--- src/rtl/strobe_irq_pkg.sv ---
package strobe_irq_pkg;

  // Number of flops between the asynchronous strobe and the edge detector.
  localparam int unsigned DEF_SYNC_STAGES = 2;

  // The two request sources as seen by the output gate.
  typedef struct packed {
    logic held;   // captured controller strobe
    logic level;  // UART level request
  } irq_src_t;

endpackage

--- src/rtl/strobe_irq_sync.sv ---
module strobe_irq_sync #(
  parameter int unsigned STAGES = 2
) (
  input  logic clk,
  input  logic rst_n,
  input  logic d_async,
  output logic q_sync
);

  localparam int unsigned LAST = STAGES - 1;

  logic [LAST:0] chain_q;

  generate
    if (STAGES == 1) begin : g_single
      always_ff @(posedge clk) begin
        if (!rst_n) chain_q <= '0;
        else        chain_q <= d_async;
      end
    end else begin : g_multi
      always_ff @(posedge clk) begin
        if (!rst_n) chain_q <= '0;
        else        chain_q <= {chain_q[LAST-1:0], d_async};
      end
    end
  endgenerate

  assign q_sync = chain_q[LAST];

endmodule

--- src/rtl/strobe_irq_edge.sv ---
module strobe_irq_edge (
  input  logic clk,
  input  logic rst_n,
  input  logic level_in,
  output logic rise
);

  logic prev_q;

  always_ff @(posedge clk) begin
    if (!rst_n) prev_q <= 1'b0;
    else        prev_q <= level_in;
  end

  assign rise = level_in & ~prev_q;

endmodule

--- src/rtl/strobe_irq_hold.sv ---
module strobe_irq_hold (
  input  logic clk,
  input  logic rst_n,
  input  logic set_i,
  input  logic clr_i,
  output logic held_o
);

  // Set has priority so that an event meeting an access is not lost.
  always_ff @(posedge clk) begin
    if (!rst_n)     held_o <= 1'b0;
    else if (set_i) held_o <= 1'b1;
    else if (clr_i) held_o <= 1'b0;
  end

endmodule

--- src/rtl/strobe_irq_gate.sv ---
module strobe_irq_gate
  import strobe_irq_pkg::*;
(
  input  logic     clk,
  input  logic     rst_n,
  input  logic     slot_mode,
  input  logic     cfg_done,
  input  irq_src_t src,
  output logic     cfg_q,
  output logic     irq_o
);

  logic enable;

  // Sticky: once configured, the board remains configured until reset.
  always_ff @(posedge clk) begin
    if (!rst_n)        cfg_q <= 1'b0;
    else if (cfg_done) cfg_q <= 1'b1;
  end

  assign enable = ~slot_mode | cfg_q;
  assign irq_o  = enable & (src.held | src.level);

endmodule

--- src/rtl/strobe_irq_merge.sv ---
module strobe_irq_merge
  import strobe_irq_pkg::*;
#(
  parameter int unsigned SYNC_STAGES = DEF_SYNC_STAGES
) (
  input  logic clk,
  input  logic rst_n,
  input  logic slot_mode,
  input  logic cfg_done,
  input  logic pp_strobe,
  input  logic uart_irq,
  input  logic pp_cs,
  output logic host_irq
);

  logic     strobe_sync;
  logic     pulse_rise;
  logic     held_q;
  logic     cfg_q;
  irq_src_t sources;

  strobe_irq_sync #(.STAGES(SYNC_STAGES)) u_sync (
    .clk     (clk),
    .rst_n   (rst_n),
    .d_async (pp_strobe),
    .q_sync  (strobe_sync)
  );

  strobe_irq_edge u_edge (
    .clk      (clk),
    .rst_n    (rst_n),
    .level_in (strobe_sync),
    .rise     (pulse_rise)
  );

  strobe_irq_hold u_hold (
    .clk    (clk),
    .rst_n  (rst_n),
    .set_i  (pulse_rise),
    .clr_i  (pp_cs),
    .held_o (held_q)
  );

  assign sources.held  = held_q;
  assign sources.level = uart_irq;

  strobe_irq_gate u_gate (
    .clk       (clk),
    .rst_n     (rst_n),
    .slot_mode (slot_mode),
    .cfg_done  (cfg_done),
    .src       (sources),
    .cfg_q     (cfg_q),
    .irq_o     (host_irq)
  );

endmodule

--- config.mk ---
export PLATFORM = sky130hd
export DESIGN_NAME = strobe_irq_merge
export DESIGN_NICKNAME = d
export VERILOG_FILES = /design/src/rtl/strobe_irq_pkg.sv /design/src/rtl/strobe_irq_sync.sv /design/src/rtl/strobe_irq_edge.sv /design/src/rtl/strobe_irq_hold.sv /design/src/rtl/strobe_irq_gate.sv /design/src/rtl/strobe_irq_merge.sv
export SDC_FILE = /design/constraint.sdc
export NUM_CORES = 1
export LEC_CHECK = 0
export BUFFER_PORTS_ARGS = -buffer_cell sky130_fd_sc_hd__buf_4
export CAP_MARGIN = 0
export CORE_AREA = 2 2 39 41
export DETAILED_ROUTE_END_ITERATION = 7
export DIE_AREA = 0 0 41 43
export GPL_TIMING_DRIVEN = 1
export SYNTH_ARGS = -nofsm -noshare
export SYNTH_HDL_FRONTEND = slang
export SYNTH_SLANG_ARGS = --single-unit
export TNS_END_PERCENT = 30
--- constraint.sdc ---
create_clock -name clk -period 0.87 [get_ports clk]
set_input_delay 0.087 -clock clk [delete_from_list [all_inputs] [get_ports clk]]
set_output_delay 0.087 -clock clk [all_outputs]
set_load 0.01 [all_outputs]
==> flow_metrics.py, run 1 <==
metrics = {
    "outcome": {
        "status": "finished with violations",
        "violations": "setup timing",
    },
    "floorplan": {
        "die_y_um": 43,
        "core_region_area_um2": 1380,
        "start_util_pct": 11.8,
        "die_area_um2": 1760,
        "ios": 8,
        "rows": 14,
        "die_x_um": 41,
    },
    "routing": {
        "vias": 130,
        "vias_per_cell": 3.10,
        "drt-total-wl_um": 287,
        "initialDrtViolationCount": 0,
        "wl_per_cell_um": 6.83,
        "drc": 0,
        "drt_pass1_iterations": 1,
        "antenna_left": 0,
    },
    "pwr": {
        "ir_drop_uv": 506,
        "p_sw_mw": 0.108,
        "clockPowerShare_pct": 46.9,
        "finalPower_mw": 0.556,
        "p_int_mw": 0.448,
        "leakage_nw": 0.113,
        "p_comb_share_pct": 8.9,
        "p_per_area_nw_per_um2": 2060,
        "p_sw_share_pct": 19.4,
        "seqPwrFrac_pct": 44.3,
    },
    "sta": {
        "finalMaxSlewViolations": 0,
        "period_share_pct": 104,
        "holdWs_ns": 0.0417,
        "tns_ns": -0.0327,
        "worst_slack_ns": -0.0327,
        "max_slew_margin_pct": 94.0,
        "period_needed_ns": 0.903,
        "max_freq_mhz": 1110,
        "worst_slew_pin_slew_ns": 0.0900,
        "rsz0062_at_grt": "true",
        "fin_skew_ns": 0.00326,
        "finalSetupViolCount": 1,
        "final_hold_viol_count": 0,
    },
    "global_routing": {
        "antenna_found_initial": 0,
        "grt_pass1_wl_um": 469,
        "grt_util_met3_pct": 1.57,
        "grt.total_usage_pct": 4.53,
        "grt_overflow": 0,
        "busiest_layer": "met4",
        "globalRouteMet1Util_pct": 5.19,
        "grt_pass1_vias": 127,
        "met2_usage_pct": 4.38,
        "grt_max_degree": 6,
    },
    "placement": {
        "placed_cells": 38,
        "gp_congestion": 0.525,
        "dpl-instance-area_um2": 235,
        "pre_cts_ws_ns": 0.189,
        "port_buffers": 7,
    },
    "synth": {
        "yosysSeqAreaShare_pct": 61.5,
        "syn-num-nets": 22,
        "ys_types": 8,
        "synth_seq_cells": 5,
        "syn_inst": 15,
        "syn_area_um2": 163,
        "syn_avg_cell_area_um2": 10.8,
        "yosysWarnings": 0,
    },
    "worst_setup_path": {
        "startpoint_type": "flip-flop",
        "end_kind": "output pin",
        "critical_path_required_ns": 0.78,
        "rrSetupSlack_ns": 0.25,
        "r2r-end": "u_hold.held_o",
        "reg2reg_depth": 2,
        "path_max_fanout": 2,
        "cp-startpoint": "u_gate.cfg_q",
        "crit_chain": "inv_2 > a21oi_2 > buf_4",
        "critPathArrivalTime_ns": 0.82,
        "crit_buf_inv": 2,
        "path_delay_family": "flip-flops",
        "reg2reg_from": "u_edge.prev_q",
        "cp.depth": 3,
        "crit_slowest_cell": "dfxtp_2",
        "path_class": "reg2out",
        "max_stage_delay_ns": 0.32,
    },
    "cts": {
        "postCtsSetupRepairBufs": 0,
        "cts.clk_slew.worst_paths_ns": 0.04,
        "clockBufferDepth": 2,
        "cts_max_level": 1,
        "cts_tree": "done",
        "clock_sinks": 5,
        "clockRootBuffer": "clkbuf_4",
        "insertion_delay_ns": 0.24,
        "cts_buffers": 3,
    },
    "hold_path": {
        "min-delay-start": "cfg_done",
        "min_path_cells": 2,
        "hold_path_end": "u_gate.cfg_q",
        "hold_path_class": "in2reg",
    },
    "final_layout": {
        "final_nets": 34,
        "final_cells": 42,
        "syn_to_final_growth_pct": 66.2,
        "final_cell_mix": "7 x buf_4, 3 x and2_1, 3 x clkbuf_4, 3 x dfxtp_1",
        "final_common_cell": "buf_4",
        "drive_above_1_share_pct": 61.5,
        "antenna_cells": 0,
        "postLayoutCoreUtil_pct": 19.5,
        "stdcell_area_um2": 270,
    },
    "job": {
        "drv_cap": 0,
    },
}
area by class of cell:
cell class | count | area (um^2)
sequential | 5 | 103
clock buffer | 4 | 26.3
inverter | 1 | 3.75
timing repair buffer | 7 | 52.6
multi-input combinational | 9 | 65.1
tap | 16 | 20.0
fill | 163 | 1110
synth_stat cells:
cell type / n / area share (%)
a21boi_2: 1 / 6.9
a21oi_1: 1 / 3.1
and2_1: 3 / 12
dfxtp_1: 5 / 62
inv_1: 1 / 2.3
nand2b_1: 2 / 7.7
nor2_1: 1 / 2.3
o21a_1: 1 / 4.6
timing repair:
| item | CTS | global route |
|---|---|---|
| pin swaps | 1 | 2 |
| hold buffers | 0 | 0 |
| endpoints found under the setup margin | 1 | 1 |
| resized for setup | 5 | 0 |
worst max path at each step:
stage	end	slack (ns)
3_3_place_gp	host_irq	0.18
6_report	host_irq	-0.03
4_1_cts	host_irq	-0.06
2_1_floorplan	host_irq	0.24
5_1_grt	host_irq	-0.08
3_5_place_dp	host_irq	0.19
layer usage:
layer	routed length, um	vias to the layer above
met4	0	0
met1	115	55
met2	140	5
li1	-	70
met3	31	0
met5	0	-
power groups by stage:
stage | clock network [mW] | logic [mW] | registers [mW]
2_1_floorplan | 0 | 0.0169 | 0.248
3_3_place_gp | 0 | 0.0453 | 0.248
3_5_place_dp | 0 | 0.0461 | 0.249
4_1_cts | 0.280 | 0.0499 | 0.246
5_1_grt | 0.306 | 0.0541 | 0.246
6_report | 0.261 | 0.0493 | 0.246
registers in the layout (all words and copies together) (netlist names):
| signal | count |
|---|---|
| u_edge.prev_q | 1 |
| u_gate.cfg_q | 1 |
| u_hold.held_o | 1 |
| u_sync.chain_q | 2 |
logic make-up after synthesis:
logic type      share of synthesized area (%)
flops                                    61.5
simple gates                             21.5
compound gates                           14.6
buf+inv                                  2.31
Note: power is estimated with default switching activity, not from simulation.
==> run 2: changes to the inputs <==
--- a/config.mk
+++ b/config.mk
@@ -5,6 +5,7 @@
 export SDC_FILE = /design/constraint.sdc
 export NUM_CORES = 1
 export LEC_CHECK = 0
+export ABC_AREA = 1
 export BUFFER_PORTS_ARGS = -buffer_cell sky130_fd_sc_hd__buf_4
 export CAP_MARGIN = 0
 export CORE_AREA = 2 2 39 41
==> flow_metrics.py, run 2 <==
metrics = {
    "worst_setup_path": {
        "startpoint_type": "flip-flop",
        "end_kind": "output pin",
        "r2r-end": "u_gate.cfg_q",
        "critPathArrivalTime_ns": 0.81,
        "rrSetupSlack_ns": 0.28,
        "reg2reg_depth": 1,
        "reg2reg_from": "u_gate.cfg_q",
        "path_class": "reg2out",
        "critical_path_required_ns": 0.78,
        "path_max_fanout": 2,
    },
    "sta": {
        "max_freq_mhz": 1120,
        "fin_skew_ns": 0.00243,
        "period_needed_ns": 0.895,
        "max_slew_margin_pct": 94.9,
        "holdWs_ns": 0.0274,
        "finalMaxSlewViolations": 0,
        "worst_slack_ns": -0.0253,
        "period_share_pct": 103,
        "worst_slew_pin_slew_ns": 0.0764,
        "rsz0062_at_grt": "true",
        "finalSetupViolCount": 1,
        "final_hold_viol_count": 0,
    },
    "placement": {
        "hpwl_um": 196,
        "pre_cts_ws_ns": 0.216,
        "gp_congestion": 0.558,
        "port_buffers": 7,
    },
    "final_layout": {
        "syn_to_final_growth_pct": 62.4,
        "final_cell_mix": "7 x buf_4, 6 x inv_1, 4 x nand2_1",
        "top_register": "u_sync.chain_q",
        "drive_above_1_share_pct": 40.6,
        "fillerInstances": 158,
        "largest_reg_flops": 2,
        "final_common_cell": "buf_4",
        "postLayoutCoreUtil_pct": 19.5,
        "final_nets": 40,
        "antenna_cells": 0,
    },
    "hold_path": {
        "hold_path_end": "u_sync.chain_q[0]",
        "min-delay-start": "pp_strobe",
        "hold_path_class": "in2reg",
        "min_path_cells": 3,
    },
    "synth": {
        "syn_inst": 21,
        "synth_seq_cells": 5,
        "syn_area_um2": 166,
        "synth_edf_count": 0,
        "synth_compound_area_share_pct": 4.51,
        "synth_top_family_by_area": "simple AND/OR/NAND/NOR gates",
        "synth_commonest_cells": "6 x inv_1, 5 x dfxtp_1, 4 x nand2_1, 3 x nor2_1, 2 x nand3_1",
        "synth_top_area_share_pct": 60.2,
        "ys_dominant_reg_cell": "dfxtp_1",
        "syn_avg_cell_area_um2": 7.92,
        "synth_largest_area_cell": "dfxtp_1",
        "synthAdderAreaFrac_pct": 0,
        "synth.most_common_cell": "inv_1",
        "synth_simple_gate_area_share_pct": 21.8,
        "ys_async_sr_fraction_pct": 0,
        "ys_types": 6,
        "synthMuxAreaShare_pct": 0,
        "synth_xor_area_share_pct": 0,
        "ys_top_cells_by_area": "dfxtp_1 60%, inv_1 14%, nand2_1 9.0%",
        "yosysSeqAreaShare_pct": 60.2,
        "syn-num-nets": 28,
        "yosysWarnings": 0,
    },
    "pwr": {
        "ir_drop_uv": 702,
        "p_sw_share_pct": 20.7,
        "clockPowerShare_pct": 47.8,
        "seqPwrFrac_pct": 43.8,
        "p_int_mw": 0.445,
        "p_sw_mw": 0.116,
        "p_per_area_nw_per_um2": 2080,
        "leakage_nw": 0.149,
        "finalPower_mw": 0.561,
        "p_comb_share_pct": 8.4,
    },
    "cts": {
        "clockBufferDepth": 2,
        "cts_buffers": 3,
        "cts_tree": "done",
        "clock_sinks": 5,
        "insertion_delay_ns": 0.24,
        "cts.clk_slew.worst_paths_ns": 0.04,
        "cts_max_level": 1,
        "clockRootBuffer": "clkbuf_4",
        "postCtsSetupRepairBufs": 0,
    },
    "floorplan": {
        "core_region_area_um2": 1380,
        "die_x_um": 41,
        "rows": 14,
        "die_area_um2": 1760,
        "die_y_um": 43,
        "start_util_pct": 12.0,
        "ios": 8,
    },
    "global_routing": {
        "grt.total_usage_pct": 4.82,
        "grt_pass1_wl_um": 476,
        "grt_max_degree": 7,
        "antenna_found_initial": 0,
        "grt_overflow": 0,
        "grt_pass1_vias": 131,
    },
    "routing": {
        "antenna_left": 0,
        "wl_per_cell_um": 5.79,
        "vias_per_cell": 3.17,
        "vias": 152,
        "initialDrtViolationCount": 1,
        "drt_pass1_iterations": 2,
        "drt-total-wl_um": 278,
        "drc": 0,
    },
    "outcome": {
        "violations": "setup timing",
        "status": "finished with violations",
    },
    "job": {
        "drv_cap": 0,
    },
}
run 2: worst max-delay path, stage by stage, from the launching register on:
cell and delay [ns]:
dfxtp_2 0.31, nor2_1 0.08, nor2_1 0.05, buf_4 0.13
run 2: how the worst max path moves through the flow:
stage	startpoint	to	slack [ns]
after floorplan	u_hold.held_o	host_irq	0.26
after CTS	u_gate.cfg_q	host_irq	-0.03
after global routing	u_gate.cfg_q	host_irq	-0.09
after global placement	u_hold.held_o	host_irq	0.22
after detailed placement	u_hold.held_o	host_irq	0.22
final	u_gate.cfg_q	host_irq	-0.03
run 2: through the flow:
step / TNS [ns] / instance area, um^2 / cells
after floorplan: 0 / 166 / 21
after global placement: 0 / 239 / 44
after detailed placement: 0 / 239 / 44
after CTS: -0.0343 / 268 / 48
after global routing: -0.0926 / 270 / 48
final: -0.0253 / 270 / 48
run 2: final cells by class:
type	instances	area (um^2)	share of cell area, %
multi-input combinational	10	46.3	17.1
tap	16	20.0	7.41
inverter	6	22.5	8.33
clock buffer	4	26.3	9.72
timing repair buffer	7	52.6	19.4
sequential	5	103	38.0
run 2: routing by layer:
| layer | track usage (%) | vias to the layer above | wire (um) |
|---|---|---|---|
| li1 | - | 82 | - |
| met1 | 4.18 | 58 | 124 |
| met2 | 5.31 | 12 | 83 |
| met3 | 7.85 | 0 | 70 |
| met4 | 2.00 | 0 | 0 |
| met5 | 0 | - | 0 |
run 2: logic make-up after synthesis:
| family | after synthesis |
|---|---|
| buf+inv | 6 |
| compound gates | 1 |
| flops | 5 |
| simple gates | 9 |
run 2: timing repair:
| action | CTS | global route |
|---|---|---|
| hold endpoints to repair | 0 | 0 |
| hold buffers | 0 | 0 |
| cloned | 0 | 0 |
| setup endpoints to repair | 1 | 1 |
| resized for setup | 2 | 1 |
| pin swaps | 3 | 0 |
run 2: power by group through the flow:
stage	clock network [mW]	logic, mW	registers (mW)
detailed placement	0	0.0464	0.249
floorplan	0	0.0160	0.248
finish	0.268	0.0470	0.246
global route	0.309	0.0546	0.247
CTS	0.277	0.0466	0.246
global placement	0	0.0456	0.248
==> run 3: changes to the inputs <==
--- a/config.mk
+++ b/config.mk
@@ -8,10 +8,12 @@
 export ABC_AREA = 1
 export BUFFER_PORTS_ARGS = -buffer_cell sky130_fd_sc_hd__buf_4
 export CAP_MARGIN = 0
+export CELL_PAD_IN_SITES_DETAIL_PLACEMENT = 2
+export CELL_PAD_IN_SITES_GLOBAL_PLACEMENT = 2
 export CORE_AREA = 2 2 39 41
 export DETAILED_ROUTE_END_ITERATION = 7
 export DIE_AREA = 0 0 41 43
-export GPL_TIMING_DRIVEN = 1
+export PLACE_DENSITY_LB_ADDON = 0.1
 export SYNTH_ARGS = -nofsm -noshare
 export SYNTH_HDL_FRONTEND = slang
 export SYNTH_SLANG_ARGS = --single-unit
==> constraint.sdc (replaced) <==
create_clock -name clk -period 0.87 [get_ports clk]
set_input_delay 0.2175 -clock clk [delete_from_list [all_inputs] [get_ports clk]]
set_output_delay 0.2175 -clock clk [all_outputs]
set_load 0.01 [all_outputs]
==> flow_metrics.py, run 3 (synthesis results as in run 2) <==
metrics = {
    "outcome": {
        "status": "finished with violations",
        "violations": "setup timing",
    },
    "floorplan": {
        "die_y_um": 43,
        "core_region_area_um2": 1380,
        "rows": 14,
        "die_x_um": 41,
        "die_area_um2": 1760,
        "ios": 8,
        "start_util_pct": 12.0,
    },
    "global_routing": {
        "grt_overflow": 0,
        "antenna_found_initial": 0,
        "grt.total_usage_pct": 5.92,
        "grt_pass1_vias": 176,
        "grt_max_degree": 7,
        "grt_pass1_wl_um": 634,
    },
    "routing": {
        "vias_per_cell": 3.33,
        "drc": 0,
        "drt_pass1_iterations": 1,
        "initialDrtViolationCount": 0,
        "vias": 160,
        "drt-total-wl_um": 325,
        "wl_per_cell_um": 6.77,
        "antenna_left": 0,
    },
    "final_layout": {
        "top_register": "u_sync.chain_q",
        "syn_to_final_growth_pct": 62.4,
        "final_common_cell": "buf_4",
        "final_cell_mix": "7 x buf_4, 6 x inv_1, 4 x nand2_1",
        "final_nets": 40,
        "antenna_cells": 0,
        "drive_above_1_share_pct": 40.6,
        "largest_reg_flops": 2,
    },
    "sta": {
        "worst_slew_pin_slew_ns": 0.0799,
        "max_slew_margin_pct": 94.7,
        "rsz0062_at_grt": "true",
        "worst_slack_ns": -0.161,
        "finalMaxSlewViolations": 0,
        "period_share_pct": 119,
        "holdWs_ns": 0.160,
        "period_needed_ns": 1.03,
        "final_hold_viol_count": 0,
        "finalSetupViolCount": 1,
        "fin_skew_ns": 0.00228,
        "max_freq_mhz": 970,
        "tns_ns": -0.161,
    },
    "placement": {
        "gp_congestion": 0.562,
        "port_buffers": 7,
        "hpwl_um": 245,
    },
    "pwr": {
        "p_sw_share_pct": 21.1,
        "finalPower_mw": 0.564,
        "p_comb_share_pct": 8.4,
        "seqPwrFrac_pct": 43.7,
        "leakage_nw": 0.149,
        "clockPowerShare_pct": 47.9,
        "p_int_mw": 0.445,
        "p_sw_mw": 0.119,
        "p_per_area_nw_per_um2": 2090,
        "ir_drop_uv": 385,
    },
    "worst_setup_path": {
        "startpoint_type": "flip-flop",
        "critical_path_required_ns": 0.65,
        "path_max_fanout": 2,
        "path_class": "reg2out",
        "critPathArrivalTime_ns": 0.81,
        "end_kind": "output pin",
    },
    "job": {
        "drv_cap": 0,
    },
    "cts": {
        "cts_max_level": 1,
        "clock_sinks": 5,
        "cts.clk_slew.worst_paths_ns": 0.05,
        "cts_tree": "done",
        "clockRootBuffer": "clkbuf_4",
        "cts_buffers": 3,
        "postCtsSetupRepairBufs": 0,
        "cts_hold_buf": 0,
        "clockBufferDepth": 2,
        "insertion_delay_ns": 0.24,
    },
    "hold_path": {
        "hold_path_class": "in2reg",
    },
}
-- run 3: worst paths after layout --
path / start / to / slack [ns] / cells past startpoint
hold reg to reg: u_sync.chain_q[0] / u_sync.chain_q[1] / 0.41 / 2
hold / removal: pp_strobe / u_sync.chain_q[0] / 0.16 / 3
setup / recovery: u_hold.held_o / host_irq / -0.16 / 3
setup reg to reg: u_gate.cfg_q / u_gate.cfg_q / 0.28 / 1
-- run 3: power by group through the flow --
stage                     logic (mW)  registers, mW  clock network (mW)
final                         0.0473          0.246               0.270
after global placement        0.0464          0.249                   0
after detailed placement      0.0474          0.249                   0
after floorplan               0.0160          0.248                   0
after CTS                     0.0489          0.246               0.291
after global routing          0.0551          0.247               0.307
-- run 3: cell type report --
| cell class | instances | area, um^2 |
|---|---|---|
| tap | 16 | 20.0 |
| inverter | 6 | 22.5 |
| multi-input combinational | 10 | 46.3 |
| clock buffer | 4 | 26.3 |
| fill | 170 | 1110 |
| sequential | 5 | 103 |
| timing repair buffer | 7 | 52.6 |
-- run 3: timing repair --
item,in CTS,in global routing
setup endpoints to repair,1,1
pin swaps,3,1
gates resized for setup,3,0
endpoints found under the hold margin,0,0
-- run 3: per-stage QoR --
stage,instances,util (%),instance area [um^2],setup WS (ns)
after floorplan,21,-,166,0.134
after global placement,44,17.3,239,0.0576
after detailed placement,44,17.3,239,0.0436
after CTS,48,19.5,270,-0.183
after global routing,48,19.5,270,-0.224
final,48,19.5,270,-0.161
-- run 3: routing by layer --
layer | share of wire [%] | vias to the layer above | GRT usage [%]
met3 | 9.5 | 0 | 2.09
met4 | 0 | 0 | 10.0
met1 | 35 | 74 | 5.45
met2 | 55 | 5 | 7.19
met5 | 0 | - | 0
li1 | - | 81 | -
-- run 3: worst max-delay path, cell delays in order (launching register included) --
cell and delay, ns:
dfxtp_2 0.31, nor2_1 0.08, nor2_1 0.05, buf_4 0.13
